`config.mk`:
```
export PLATFORM = sky130hd
export DESIGN_NAME = dsport_ctrl
export DESIGN_NICKNAME = d
export VERILOG_FILES = /design/src/rtl/dsp_pkg.sv /design/src/rtl/dsp_hold_filt.sv /design/src/rtl/dsp_dtimer.sv /design/src/rtl/dsp_port_fsm.sv /design/src/rtl/dsport_ctrl.sv
export SDC_FILE = /design/constraint.sdc
export NUM_CORES = 1
export LEC_CHECK = 0
export ABC_AREA = 1
export ABC_CLOCK_PERIOD_IN_PS = 1800
export CELL_PAD_IN_SITES_DETAIL_PLACEMENT = 1
export CELL_PAD_IN_SITES_GLOBAL_PLACEMENT = 2
export CORE_UTILIZATION = 32
export CTS_BUF_LIST = sky130_fd_sc_hd__clkbuf_2
export DETAILED_ROUTE_END_ITERATION = 8
export GPL_TIMING_DRIVEN = 0
export MAX_ROUTING_LAYER = met4
export PLACE_DENSITY = 0.8
export SLEW_MARGIN = 20
export SYNTH_ARGS = -nofsm -noshare
export SYNTH_HDL_FRONTEND = slang
export SYNTH_SLANG_ARGS = --single-unit
export TNS_END_PERCENT = 30
```
`constraint.sdc`:
```
create_clock -name clk -period 1.8 [get_ports clk]
set_clock_uncertainty 0.15 [all_clocks]
set_input_delay 0.27 -clock clk [delete_from_list [all_inputs] [get_ports clk]]
set_output_delay 0.27 -clock clk [all_outputs]
set_load 0.05 [all_outputs]
```
`src/rtl/dsp_pkg.sv`:
```
package dsp_pkg;
  typedef enum logic [2:0] {
    PS_OFF  = 3'd0,
    PS_DISC = 3'd1,
    PS_CONN = 3'd2,
    PS_RST  = 3'd3,
    PS_EN   = 3'd4,
    PS_DIS  = 3'd5,
    PS_SUSP = 3'd6,
    PS_RSM  = 3'd7
  } port_st_e;

  localparam logic [1:0] LN_SE0 = 2'd0;
  localparam logic [1:0] LN_J   = 2'd1;
  localparam logic [1:0] LN_K   = 2'd2;
  localparam logic [1:0] LN_SE1 = 2'd3;
endpackage

```
`src/rtl/dsp_hold_filt.sv`:
```
module dsp_hold_filt #(
  parameter int unsigned HOLD = 4
) (
  input  logic clk,
  input  logic rst_n,
  input  logic cond,
  output logic held
);
  localparam int unsigned W = $clog2(HOLD + 1);
  localparam logic [W-1:0] HOLD_W = W'(HOLD);

  logic [W-1:0] cnt_q, cnt_d;

  assign held = (cnt_q == HOLD_W);

  always_comb begin
    cnt_d = cnt_q;
    if (!cond)      cnt_d = '0;
    else if (!held) cnt_d = cnt_q + 1'b1;
  end

  always_ff @(posedge clk or negedge rst_n) begin
    if (!rst_n) cnt_q <= '0;
    else        cnt_q <= cnt_d;
  end

  // the run counter never passes its limit
  a_r2_hold_bound: assert property (@(posedge clk) disable iff (!rst_n)
    cnt_q <= HOLD_W);
  // a false sample restarts the count
  a_r3_restart: assert property (@(posedge clk) disable iff (!rst_n)
    !cond |=> cnt_q == '0);
endmodule

```
`src/rtl/dsp_dtimer.sv`:
```
module dsp_dtimer #(
  parameter int unsigned W = 20
) (
  input  logic         clk,
  input  logic         rst_n,
  input  logic         load,
  input  logic [W-1:0] ld_val,
  output logic         done
);
  logic [W-1:0] cnt_q, cnt_d;
  logic         run_q, run_d;

  assign done = run_q && (cnt_q == W'(1));

  always_comb begin
    cnt_d = cnt_q;
    run_d = run_q;
    if (load) begin
      cnt_d = ld_val;
      run_d = 1'b1;
    end else if (run_q) begin
      cnt_d = cnt_q - 1'b1;
      if (cnt_q == W'(1)) run_d = 1'b0;
    end
  end

  always_ff @(posedge clk or negedge rst_n) begin
    if (!rst_n) begin
      cnt_q <= '0;
      run_q <= 1'b0;
    end else begin
      cnt_q <= cnt_d;
      run_q <= run_d;
    end
  end

  // a running timer never sits at zero
  a_r4_run_nonzero: assert property (@(posedge clk) disable iff (!rst_n)
    run_q |-> cnt_q != '0);
  // expiry stops the timer unless it is reloaded
  a_r6_done_stops: assert property (@(posedge clk) disable iff (!rst_n)
    (done && !load) |=> !run_q);
endmodule

```
`src/rtl/dsp_port_fsm.sv`:
```
module dsp_port_fsm
  import dsp_pkg::*;
(
  input  logic     clk,
  input  logic     rst_n,
  input  logic     pwr_en,
  input  logic     conn_held,
  input  logic     disc_held,
  input  logic     k_held,
  input  logic     tmr_done,
  input  logic     cmd_reset,
  input  logic     cmd_suspend,
  input  logic     cmd_resume,
  input  logic     cmd_disable,
  input  logic     clr_conn_chg,
  input  logic     clr_rst_chg,
  input  logic     clr_susp_chg,
  output port_st_e st,
  output logic     tmr_load,
  output logic     tmr_sel_rsm,
  output logic     conn_chg,
  output logic     rst_chg,
  output logic     susp_chg,
  output logic     up_resume
);
  port_st_e st_d;
  logic set_c, set_r, set_s, rsm_up;
  logic cc_d, rc_d, sc_d;
  logic attached;

  assign attached = (st != PS_OFF) && (st != PS_DISC);

  always_comb begin
    st_d        = st;
    tmr_load    = 1'b0;
    tmr_sel_rsm = 1'b0;
    set_c       = 1'b0;
    set_r       = 1'b0;
    set_s       = 1'b0;
    rsm_up      = 1'b0;
    if (!pwr_en) begin
      st_d = PS_OFF;
    end else if (attached && disc_held) begin
      st_d  = PS_DISC;
      set_c = 1'b1;
    end else begin
      unique case (st)
        PS_OFF:  st_d = PS_DISC;
        PS_DISC: if (conn_held) begin
          st_d  = PS_CONN;
          set_c = 1'b1;
        end
        PS_CONN, PS_DIS: if (cmd_reset) begin
          st_d     = PS_RST;
          tmr_load = 1'b1;
        end else if (cmd_disable && st == PS_CONN) begin
          st_d = PS_DIS;
        end
        PS_RST: if (cmd_disable) begin
          st_d = PS_DIS;
        end else if (tmr_done) begin
          st_d  = PS_EN;
          set_r = 1'b1;
        end
        PS_EN: if (cmd_reset) begin
          st_d     = PS_RST;
          tmr_load = 1'b1;
        end else if (cmd_disable) begin
          st_d = PS_DIS;
        end else if (cmd_suspend) begin
          st_d = PS_SUSP;
        end
        PS_SUSP: if (cmd_reset) begin
          st_d     = PS_RST;
          tmr_load = 1'b1;
        end else if (cmd_disable) begin
          st_d = PS_DIS;
        end else if (cmd_resume) begin
          st_d        = PS_RSM;
          tmr_load    = 1'b1;
          tmr_sel_rsm = 1'b1;
        end else if (k_held) begin
          st_d        = PS_RSM;
          tmr_load    = 1'b1;
          tmr_sel_rsm = 1'b1;
          rsm_up      = 1'b1;
        end
        PS_RSM: if (cmd_disable) begin
          st_d = PS_DIS;
        end else if (tmr_done) begin
          st_d  = PS_EN;
          set_s = 1'b1;
        end
        default: st_d = PS_OFF;
      endcase
    end
  end

  always_comb begin
    cc_d = set_c | (conn_chg & ~clr_conn_chg);
    rc_d = set_r | (rst_chg  & ~clr_rst_chg);
    sc_d = set_s | (susp_chg & ~clr_susp_chg);
  end

  always_ff @(posedge clk or negedge rst_n) begin
    if (!rst_n) begin
      st        <= PS_OFF;
      conn_chg  <= 1'b0;
      rst_chg   <= 1'b0;
      susp_chg  <= 1'b0;
      up_resume <= 1'b0;
    end else begin
      st        <= st_d;
      conn_chg  <= cc_d;
      rst_chg   <= rc_d;
      susp_chg  <= sc_d;
      up_resume <= rsm_up;
    end
  end

  a_r1_pwr_off: assert property (@(posedge clk) disable iff (!rst_n)
    !pwr_en |=> st == PS_OFF);
  a_r2_conn_entry: assert property (@(posedge clk) disable iff (!rst_n)
    (st == PS_CONN && $past(st) == PS_DISC) |-> ($past(conn_held) && conn_chg));
  a_r3_disc_entry: assert property (@(posedge clk) disable iff (!rst_n)
    (st == PS_DISC && $past(st) != PS_DISC && $past(st) != PS_OFF) |-> conn_chg);
  a_r4_reset_exit: assert property (@(posedge clk) disable iff (!rst_n)
    ($past(st) == PS_RST && st == PS_EN) |-> ($past(tmr_done) && rst_chg));
  a_r5_susp_source: assert property (@(posedge clk) disable iff (!rst_n)
    (st == PS_SUSP && $past(st) != PS_SUSP) |-> $past(st) == PS_EN);
  a_r6_rsm_source: assert property (@(posedge clk) disable iff (!rst_n)
    (st == PS_RSM && $past(st) != PS_RSM) |-> $past(st) == PS_SUSP);
  a_r7_up_pulse: assert property (@(posedge clk) disable iff (!rst_n)
    up_resume |-> (st == PS_RSM) || (st == PS_DIS) || (st == PS_DISC) || (st == PS_OFF));
  a_r7_up_single: assert property (@(posedge clk) disable iff (!rst_n)
    up_resume |=> !up_resume);
endmodule

```
`src/rtl/dsport_ctrl.sv`:
```
module dsport_ctrl
  import dsp_pkg::*;
#(
  parameter int unsigned CONN_DB_CYC = 3000,
  parameter int unsigned DISC_DB_CYC = 66,
  parameter int unsigned KDET_CYC    = 75,
  parameter int unsigned RST_CYC     = 360000,
  parameter int unsigned RSM_CYC     = 630000
) (
  input  logic       clk,
  input  logic       rst_n,
  input  logic       pwr_en,
  input  logic [1:0] ln_state,
  input  logic       ln_attach,
  input  logic       cmd_reset,
  input  logic       cmd_suspend,
  input  logic       cmd_resume,
  input  logic       cmd_disable,
  input  logic       clr_conn_chg,
  input  logic       clr_rst_chg,
  input  logic       clr_susp_chg,
  output logic [2:0] port_state,
  output logic       drv_se0,
  output logic       drv_k,
  output logic       port_enabled,
  output logic       conn_chg,
  output logic       rst_chg,
  output logic       susp_chg,
  output logic       up_resume
);
  localparam int unsigned TMAX = (RST_CYC > RSM_CYC) ? RST_CYC : RSM_CYC;
  localparam int unsigned TW   = $clog2(TMAX + 1);

  port_st_e st;
  logic conn_held, disc_held, k_held;
  logic tmr_load, tmr_sel_rsm, tmr_done;
  logic [TW-1:0] tmr_val;
  logic attached;

  assign attached = (st != PS_OFF) && (st != PS_DISC);
  assign tmr_val  = tmr_sel_rsm ? TW'(RSM_CYC) : TW'(RST_CYC);

  dsp_hold_filt #(.HOLD(CONN_DB_CYC)) u_conn_filt (
    .clk(clk), .rst_n(rst_n),
    .cond(ln_attach && st == PS_DISC), .held(conn_held));

  dsp_hold_filt #(.HOLD(DISC_DB_CYC)) u_disc_filt (
    .clk(clk), .rst_n(rst_n),
    .cond(!ln_attach && attached), .held(disc_held));

  dsp_hold_filt #(.HOLD(KDET_CYC)) u_k_filt (
    .clk(clk), .rst_n(rst_n),
    .cond(ln_state == LN_K && st == PS_SUSP), .held(k_held));

  dsp_dtimer #(.W(TW)) u_tmr (
    .clk(clk), .rst_n(rst_n), .load(tmr_load), .ld_val(tmr_val), .done(tmr_done));

  dsp_port_fsm u_fsm (
    .clk(clk), .rst_n(rst_n), .pwr_en(pwr_en),
    .conn_held(conn_held), .disc_held(disc_held), .k_held(k_held),
    .tmr_done(tmr_done),
    .cmd_reset(cmd_reset), .cmd_suspend(cmd_suspend),
    .cmd_resume(cmd_resume), .cmd_disable(cmd_disable),
    .clr_conn_chg(clr_conn_chg), .clr_rst_chg(clr_rst_chg), .clr_susp_chg(clr_susp_chg),
    .st(st), .tmr_load(tmr_load), .tmr_sel_rsm(tmr_sel_rsm),
    .conn_chg(conn_chg), .rst_chg(rst_chg), .susp_chg(susp_chg),
    .up_resume(up_resume));

  assign port_state   = st;
  assign drv_se0      = (st == PS_RST);
  assign drv_k        = (st == PS_RSM);
  assign port_enabled = (st == PS_EN) || (st == PS_SUSP) || (st == PS_RSM);

  a_r10_drive_excl: assert property (@(posedge clk) disable iff (!rst_n)
    !(drv_se0 && drv_k));
  a_r3_disc_no_en: assert property (@(posedge clk) disable iff (!rst_n)
    (attached && disc_held && pwr_en) |=> !port_enabled);
  a_r8_dis_quiet: assert property (@(posedge clk) disable iff (!rst_n)
    (pwr_en && cmd_disable && st == PS_EN && !disc_held) |=> (!drv_se0 && !drv_k));
endmodule

```
==> key figures <==
Status
  – Status: finished with violations
  – Failing checks: negative setup slack

STA
  – Measured slew at the worst slew-check pin: 0.830 ns
  – Fmax: 0.525 GHz
  – Final setup violating endpoints: 17
  – Slew Limit Fails: 0
  – Setup TNS: -1.20 ns
  – Slew Limit Headroom: 44.5%
  – Crit share post-route: 106%
  – Final Hold Viols: 0
  – WHS: 0.0935 ns
  – Final worst slack: -0.105 ns
  – Final min period: 1.91 ns
  – RSZ-0062 raised after global routing: true

Clock network
  – Clock-pin transition on the worst setup and hold timing paths: 0.30 ns
  – Clk root buf: clkbuf_2
  – Clk sink count: 54
  – Clock buffer count from CTS: 5
  – CTS tree: built
  – Htree depth: 2
  – Clk_lat worst skew: 0.48 ns
  – Clk buf depth: 2

Placed design
  – Placed Cells: 646
  – IO Port Bufs: 22
  – Placer congestion estimate: 0.774
  – Placed standard-cell area: 3850 µm²
  – Hpwl dp: 7150 µm
  – Pre-CTS setup slack: -0.385 ns

Worst setup path
  – Reg2Reg Depth: 12
  – Max incr delay on CP: 0.46 ns
  – Crit path max fanout: 8
  – Worst path bufs/invs: 2
  – Flop2flop setup slack: -0.10 ns
  – Worst r2r src: u_fsm.st[0]
  – CP max stage cell: dfrtp_2
  – Critical path's top delay family: flip-flops
  – Critical Path Sink Type: output port
  – CP Cell Sequence: buf_8 -> nand2_4 -> nor2_4 -> buf_6
  – Crit Path Category: reg2out
  – Worst R2R End: u_tmr.cnt_q[15]
  – Worst EP arrival: 1.49 ns
  – CP Launch Type: register
  – WP data required: 1.38 ns

Die
  – Chip width: 106 µm
  – IO Pins: 23
  – Vert. Die Dim: 106 µm
  – Cell Rows: 37
  – Starting Density: 33.1%
  – DIE AREA: 11100 µm²
  – Core area: 10400 µm²

Cells and area
  – Sequential cell area: 1360 µm²
  – Final Cell Area: 4440 µm²
  – Commonest non-fill, non-tap cell in the layout: nand2_1
  – Fraction of layout instances using a drive strength above 1: 22.3%
  – N_diodes: 0
  – Final Net Count: 562
  – Footprint of the multi-input gates: 2000 µm²
  – Final core occ: 42.8%
  – Final cell count without fillers: 679
  – P&R area growth vs syn: 29.4%
  – Most frequent cells in the layout: 121 x nand2_1, 59 x inv_1, 51 x dfrtp_1
  – FILL cells: 1318

Synth
  – Largest area contributor in the netlist: dfrtp_1
  – Synth top area share: 39.4%
  – Part of the Yosys area used for sequential elements: 39.4%
  – Netlist cell types: 34
  – Synthesized flop and latch total: 54
  – Synth area leaders: dfrtp_1 39%, nand2_1 14%, inv_1 7.2%
  – Mean Syn Cell Area: 7.05 µm²
  – Syn. warnings: 0
  – Cell area after synthesis: 3430 µm²
  – Mapped Nets: 507
  – Cells after Synth: 487

Route
  – Met2 WL: 5030 µm
  – Drc violations: 0
  – ANT nets after route: 0
  – Via-to-Cell Ratio: 4.94
  – M1 WL: 4660 µm
  – Via count: 3357
  – Routed wire length: 10100 µm
  – DR WL/cell: 14.8 µm
  – Met3 WL: 264 µm
  – Highest Signal Layer: met4
  – TritonRoute pass-1 iters: 4
  – Drt initial violations: 103

Pwr
  – Pleak: 2.08 nW
  – Total power: 4.29 mW
  – VDD IR max: 0.322 mV
  – PD cells: 965 nW/µm²

Global route
  – Total congestion overflow: 0
  – Vias in the first global route: 3461
  – Largest net degree at the start of global routing: 35
  – First-pass GRT wire length: 16700 µm
  – Initial antenna violation count: 0
  – GRT Total Usage: 19.3%

Job
  – Max cap viols: 0

Min path
  – HP Class: in2async
[cells in the mapped netlist, drive strengths merged]
cell type	count
a21oi	23
or2	2
nor2	65
nand3	51
ha	7
nand2	132
a211oi	1
nand3b	3
o32ai	1
dfrtp	54
o211ai	2
xor2	6
o21bai	1
o22ai	1
and3	2
nand4	10
o21a	1
buf	4
inv	74
o21ai	23
xnor2	3
nor3	20
and2	1
[timing repair]
item	in CTS	in global routing
pin swaps	5	13
hold endpoints to repair	54	0
hold buffers	3	0
cloned	0	1
buffers inserted	12	9
setup endpoints to repair	39	43
resized for setup	81	37
[worst reg2reg max path, cell delays in order, from the launching register on]
cell,delay [ns]
dfrtp_2,0.56
buf_6,0.15
nor2_2,0.10
nand2_1,0.09
nand3_2,0.08
nand2_2,0.06
nand2_2,0.09
nand3_4,0.15
clkbuf_16,0.20
nand2_1,0.06
nand2_1,0.04
nand2_1,0.05
nand2_1,0.05
[metal layers]
| metal | track usage [%] | up-vias |
|---|---|---|
| li1 | - | 1671 |
| met1 | 24.2 | 1635 |
| met2 | 32.8 | 41 |
| met3 | 2.84 | 10 |
| met4 | 4.76 | 0 |
| met5 | - | - |
[area by class of cell]
class | count | share of cell area (%)
plain buffers | 4 | 1.38
repair buffers | 48 | 10.8
well taps | 136 | 3.83
multi-input cells | 355 | 45.0
clock buffers | 5 | 0.563
flip-flops and latches | 54 | 30.5
inverters | 74 | 6.48
clock inverters | 3 | 1.44
[report_power, final]
part           switching (mW)  internal [mW]  leakage [nW]
sequential              0.248           1.42         0.694
clock                   0.429          0.368        0.0506
combinational            1.12          0.704          1.33
[flip-flops by register name, summed over array words and instances (netlist names)]
name and cells:
u_fsm.conn_chg 1, u_fsm.rst_chg 1, u_tmr.run_q 1, u_fsm.st 3, u_fsm.susp_chg 1, u_disc_filt.cnt_q 7
u_k_filt.cnt_q 7, u_tmr.cnt_q 20, u_conn_filt.cnt_q 12, u_fsm.up_resume 1
[how the worst max path moves through the flow]
| stage | endpoint | startpoint | slack [ns] | depth (start not counted) |
|---|---|---|---|---|
| finish | drv_se0 | u_fsm.st[1] | -0.11 | 4 |
| global route | u_tmr.cnt_q[7] | u_fsm.st[0] | -0.22 | 12 |
| CTS | drv_k | u_fsm.st[1] | -0.12 | 4 |
| detailed placement | u_tmr.cnt_q[13] | cmd_reset | -0.39 | 9 |
| global placement | u_fsm.st[0] | rst_n | -1.83 | 1 |
| floorplan | u_tmr.cnt_q[19] | u_fsm.st[2] | 0.02 | 12 |
[kinds of logic after synthesis]
kind of cell             count (synthesis)  share of synthesized area (%)
AO/OA/AOI/OAI                           53                           8.24
flip-flops                              54                           39.4
adder cells (fa/ha/maj)                  7                           2.55
AND/OR/NAND/NOR                        286                           38.4
XOR/XNOR                                 9                           2.30
buffers and inverters                   78                           9.19
(Power assumes the default switching activity.)
